`src/rtl/pcm_voice_port.sv`:
```
module pcm_voice_port #(
  parameter int SW = 16
) (
  input  logic          clk,
  input  logic          rst_n,
  input  logic          tick,
  input  logic          cfg_rate32,
  input  logic          cfg_bclk_inv,
  input  logic          cfg_sync_early,
  input  logic          cfg_sdo_off,
  input  logic [SW-1:0] tx_data,
  output logic          tx_take,
  input  logic          sdi,
  output logic [SW-1:0] rx_data,
  output logic          rx_valid,
  output logic          bclk,
  output logic          fsync,
  output logic          sdo
);

  localparam int HW = $clog2(4*SW);
  localparam int KW = HW - 1;
  localparam logic [HW-1:0] LAST16 = HW'(2*SW-1);
  localparam logic [HW-1:0] LAST32 = HW'(4*SW-1);
  localparam logic [HW-1:0] ONE = HW'(1);

  logic [HW-1:0] hc, hn, last, n_last;
  logic [KW-1:0] k;
  logic [SW-1:0] txr, txn, rxs;
  logic pre, r_rate, r_inv, r_early, r_off, fs_hold;
  logic adv, wrap, n_rate, n_inv, n_early, n_off, start, in_data;

  assign adv     = tick & (r_rate | pre);
  assign last    = r_rate ? LAST32 : LAST16;
  assign wrap    = (hc == last);
  assign hn      = wrap ? '0 : hc + ONE;
  assign k       = hn[HW-1:1];
  assign in_data = (k < KW'(SW));

  assign n_rate  = wrap ? cfg_rate32     : r_rate;
  assign n_inv   = wrap ? cfg_bclk_inv   : r_inv;
  assign n_early = wrap ? cfg_sync_early : r_early;
  assign n_off   = wrap ? cfg_sdo_off    : r_off;
  assign n_last  = n_rate ? LAST32 : LAST16;
  assign start   = n_early ? (hn == n_last - ONE) : (hn == n_last);

  assign txn = wrap  ? tx_data :
               hn[0] ? txr     : {txr[SW-2:0], 1'b0};

  always_ff @(posedge clk) begin
    if (!rst_n) begin
      hc       <= LAST16;
      pre      <= 1'b0;
      r_rate   <= 1'b0;
      r_inv    <= 1'b0;
      r_early  <= 1'b0;
      r_off    <= 1'b0;
      bclk     <= 1'b0;
      fsync    <= 1'b0;
      fs_hold  <= 1'b0;
      sdo      <= 1'b0;
      txr      <= '0;
      rxs      <= '0;
      rx_data  <= '0;
      rx_valid <= 1'b0;
      tx_take  <= 1'b0;
    end else begin
      rx_valid <= 1'b0;
      tx_take  <= 1'b0;
      if (tick) pre <= r_rate ? 1'b0 : ~pre;
      if (adv) begin
        hc   <= hn;
        txr  <= txn;
        bclk <= hn[0] ~^ n_inv;
        sdo  <= ~n_off & txn[SW-1];
        if (wrap) begin
          r_rate  <= cfg_rate32;
          r_inv   <= cfg_bclk_inv;
          r_early <= cfg_sync_early;
          r_off   <= cfg_sdo_off;
          tx_take <= 1'b1;
        end
        if (start) begin
          fsync   <= 1'b1;
          fs_hold <= 1'b1;
        end else if (fs_hold) begin
          fs_hold <= 1'b0;
        end else begin
          fsync <= 1'b0;
        end
        if (hn[0] && in_data) begin
          rxs <= {rxs[SW-2:0], sdi};
          if (k == KW'(SW-1)) begin
            rx_data  <= {rxs[SW-2:0], sdi};
            rx_valid <= 1'b1;
          end
        end
      end
    end
  end


  rx_pulse_chk: assert property (@(posedge clk) disable iff (!rst_n)
    rx_valid |=> !rx_valid);


  take_pulse_chk: assert property (@(posedge clk) disable iff (!rst_n)
    tx_take |=> !tx_take);


  sdo_off_chk: assert property (@(posedge clk) disable iff (!rst_n)
    r_off |-> !sdo);


  launch_level_chk: assert property (@(posedge clk) disable iff (!rst_n)
    tx_take |-> (bclk == !r_inv));


  capture_level_chk: assert property (@(posedge clk) disable iff (!rst_n)
    rx_valid |-> (bclk == r_inv));

endmodule

```
`config.mk`:
```
export PLATFORM = sky130hd
export DESIGN_NAME = pcm_voice_port
export DESIGN_NICKNAME = d
export VERILOG_FILES = /design/src/rtl/pcm_voice_port.sv
export SDC_FILE = /design/constraint.sdc
export NUM_CORES = 1
export LEC_CHECK = 0
export BUFFER_PORTS_ARGS = -buffer_cell sky130_fd_sc_hd__buf_2
export CORE_MARGIN = 10
export CORE_UTILIZATION = 40
export CTS_BUF_LIST = sky130_fd_sc_hd__clkbuf_4 sky130_fd_sc_hd__clkbuf_8
export CTS_CLUSTER_DIAMETER = 120
export DETAILED_ROUTE_END_ITERATION = 8
export PLACE_DENSITY = 0.65
export SLEW_MARGIN = 10
export SYNTH_ARGS = -nofsm -noshare
export SYNTH_HDL_FRONTEND = slang
export SYNTH_SLANG_ARGS = --single-unit
```
`constraint.sdc`:
```
create_clock -name clk -period 1.6 [get_ports clk]
set_clock_uncertainty 0.05 [all_clocks]
set_input_delay 0.32 -clock clk [delete_from_list [all_inputs] [get_ports clk]]
set_output_delay 0.32 -clock clk [all_outputs]
set_load 0.01 [all_outputs]
```
==> results.ini <==
[drt]
antenna_left = 0
routedWlPerCell_um = 15.63
drt_first_iter_violations = 107
via_count = 2560
first_pass_iters = 4
detail_route.drc_violations = 0
detail_route.vias_per_cell = 5.378
route.final.wire_length_mm = 7.438

[die]
floorplan.io_pins = 45
die_h_um = 103.0
die-area_um2 = 10600
core_region_area_um2 = 6756
floorplan.initialDensity_pct = 40.74
floorplan.rows = 30
die_width_um = 103.0

[min_path]
hold_path_startpoint = tx_data[0]
hp_class = input port to flop

[worst_setup_path]
cp-end-kind = flop
cpLargestDelayFamily = simple AND/OR/NAND/NOR gates
worst_path_max_delay_cell = sky130_fd_sc_hd__dfxtp_2
timing.critical_path.buf_inv = 3
worstPathMaxFanout = 8
timing.reg2reg.setup_slack_ps = -120
slowest_delay_ps = 340
cp_data_arrival_time_ps = 1950
rr_startpoint = hc[0]
cp_data_required_time_ps = 1830
crit_chain = ha_4, and3_4, buf_12, nor4_4, buf_4, clkbuf_16, nand3_1, a21boi_1
startpoint_type = flop
setup.worst_path.start = hc[0]
critPathKind = flop to flop

[sta]
maxClockFrequency_mhz = 579.8
timing_max_transition_violations_final = 0
setup_viol = 41
rsz0062_at_grt = yes
worst_slack_ps = -124.7
worst_margin_pin_slew_ps = 268.7
fin_tns_setup_ps = -2991
max-slew-margin-rel_pct = 81.86
period_minus_ws_final_ps = 1725
timing.final.crit_share_pct = 107.8
timing.final.hold_violations = 0

[placed_design]
finalWeightedCongestion = 0.7987
placement.io_buffers = 44
placement.cell_area_um2 = 3206
dp.final_hpwl_mm = 4.242

[cells_and_area]
final_common_cell = sky130_fd_sc_hd__dfxtp_1
final_area_um2 = 3809
areaGrowthSynthToFinish_pct = 38.36
layout.nets = 416
mostFrequentLayoutCells = 60 x sky130_fd_sc_hd__dfxtp_1, 44 x sky130_fd_sc_hd__buf_2, 30 x sky130_fd_sc_hd__nand2_1
drive_gt1_share_pct = 36.11
final_core_util_pct = 56.37
antenna-diode-count = 0

[clocking]
numClockSinks = 64
cts_tree = built
clock_insertion_delay_worst_skew_ps = 350
clk_pin_slew_worst_paths_ps = 70
cts_root_buf = sky130_fd_sc_hd__clkbuf_8
numCtsBuffers = 9
clk_path_buf_depth = 2
clock_tree.htree_level_count = 3

[run_status]
violated_checks = setup timing
run_status = finished, violations left

[flow_run]
max_capacitance_violation_count = 0

[grt]
gr-usage-all-layers_pct = 13.71
grt_first_pass_wirelength_mm = 11.52
overflow = 0
largest_net_degree_at_the_start_of_global_routing = 64
antenna_found_initial = 0
via_count_of_the_first_global_routing_pass = 2453

[logic_synthesis]
mappedNetlistNets = 346
yosys.cell_types.count = 38
synth_sequential_area_ratio_pct = 46.55
syn_area_per_cell_um2 = 8.575
gate_count_of_the_mapped_netlist = 321
netlist_area_um2 = 2753
post_synthesis_sequential_element_count = 64
synth.yosys.warnings = 0

[power]
leakagePower_nw = 1.586
pwr_per_cell_area_nw_per_um2 = 1145
max-vdd-ir-drop_uv = 742.3
power.total_mw = 4.362

## stage by stage
| stage | hold WS (ps) | worst slack (ps) | instances |
|---|---|---|---|
| 2_1_floorplan | 385.3 | -133.3 | 321 |
| 3_3_place_gp | 393.3 | -203.4 | 444 |
| 3_5_place_dp | 399.4 | -239.4 | 444 |
| 4_1_cts | 165.2 | -96.67 | 467 |
| 5_1_grt | 181.5 | -220.0 | 476 |
| 6_report | 178.6 | -124.7 | 476 |
## cell type report
type,instances,area (µm²)
clock buffer,14,180.2
clock inverter,2,60.06
fill,614,2948
inverter,1,7.507
multi-input combinational,231,1528
sequential,64,1286
tap,80,100.1
timing repair buffer,84,646.9
## synth_stat cells (all sizes together)
cell / instances / area (µm²)
dfxtp: 64 / 1281
o21ai: 53 / 265.3
nand2: 38 / 142.6
a21boi: 34 / 255.2
nand3: 23 / 115.1
a21oi: 20 / 100.1
clkbuf: 17 / 63.81
or3: 15 / 93.84
buf: 10 / 61.30
mux2i: 6 / 60.06
nor2: 6 / 22.52
nor2b: 5 / 31.28
and3: 4 / 30.03
and4b: 2 / 20.02
nand2b: 2 / 12.51
nand4: 2 / 12.51
o211ai: 2 / 15.01
xnor2: 2 / 17.52
xor2: 2 / 17.52
a211oi: 1 / 7.510
a221oi: 1 / 8.760
a22o: 1 / 8.760
a22oi: 1 / 12.51
a2bb2oi: 1 / 8.760
a31o: 1 / 8.760
a32o: 1 / 10.01
ha: 1 / 12.51
inv: 1 / 3.750
nor3: 1 / 5.000
nor4: 1 / 21.27
o21a: 1 / 7.510
o311ai: 1 / 8.760
or4: 1 / 11.26
## metal layers
layer,vias to the layer above,part of all wire [%],routed length (µm),global-route usage (%)
met3,9,5.5,409,5.697
met2,58,48,3557,22.09
li1,1289,-,-,-
met5,-,0,0,0
met4,0,1.3,93,3.529
met1,1204,45,3377,16.48
## worst reg2reg max path, cell delays in order (launching register included)
cell                        delay, ps
sky130_fd_sc_hd__dfxtp_2          340
sky130_fd_sc_hd__ha_4             160
sky130_fd_sc_hd__and3_4           200
sky130_fd_sc_hd__buf_12           130
sky130_fd_sc_hd__nor4_4           230
sky130_fd_sc_hd__buf_4            190
sky130_fd_sc_hd__clkbuf_16        150
sky130_fd_sc_hd__nand3_1           70
sky130_fd_sc_hd__a21boi_1         140
## final timing paths
| check | end | cells past startpoint |
|---|---|---|
| max | rx_data[2] | 8 |
| min | txr[0] | 3 |
| max reg2reg | rx_data[2] | 8 |
| min reg2reg | rx_data[3] | 2 |
## where the power goes
group          switching (mW)  total, mW  internal [mW]
logic                   0.515       1.02          0.507
registers              0.0354       1.70           1.66
clock network           0.603       1.64           1.04
total                    1.15       4.36           3.21
## cell families after synthesis
| family | share of synthesized area (%) |
|---|---|
| xor gates and xnor gates | 1.273 |
| muxes | 2.182 |
| AOI/OAI and AO/OA | 26.05 |
| buffers and inverters | 4.681 |
| and+or+nand+nor | 18.82 |
| adders and majority gates | 0.4545 |
| DFF | 46.55 |
## state kept, by name, indices dropped and copies added (netlist names)
register and cells:
hc 6, fs_hold 1, txr 16, sdo 1, rx_valid 1, fsync 1, r_inv 1, r_early 1
tx_take 1, r_off 1, rx_data 16, bclk 1, rxs 15, r_rate 1, pre 1
## what timing repair did
item / in CTS / in global routing
gates cloned: 3 / 4
hold buffers: 0 / 0
pin swaps: 23 / 33
setup endpoints to repair: 47 / 57
gates resized for setup: 16 / 39
buffers inserted: 4 / 5
No activity file was read; power rests on OpenSTA's default activity.
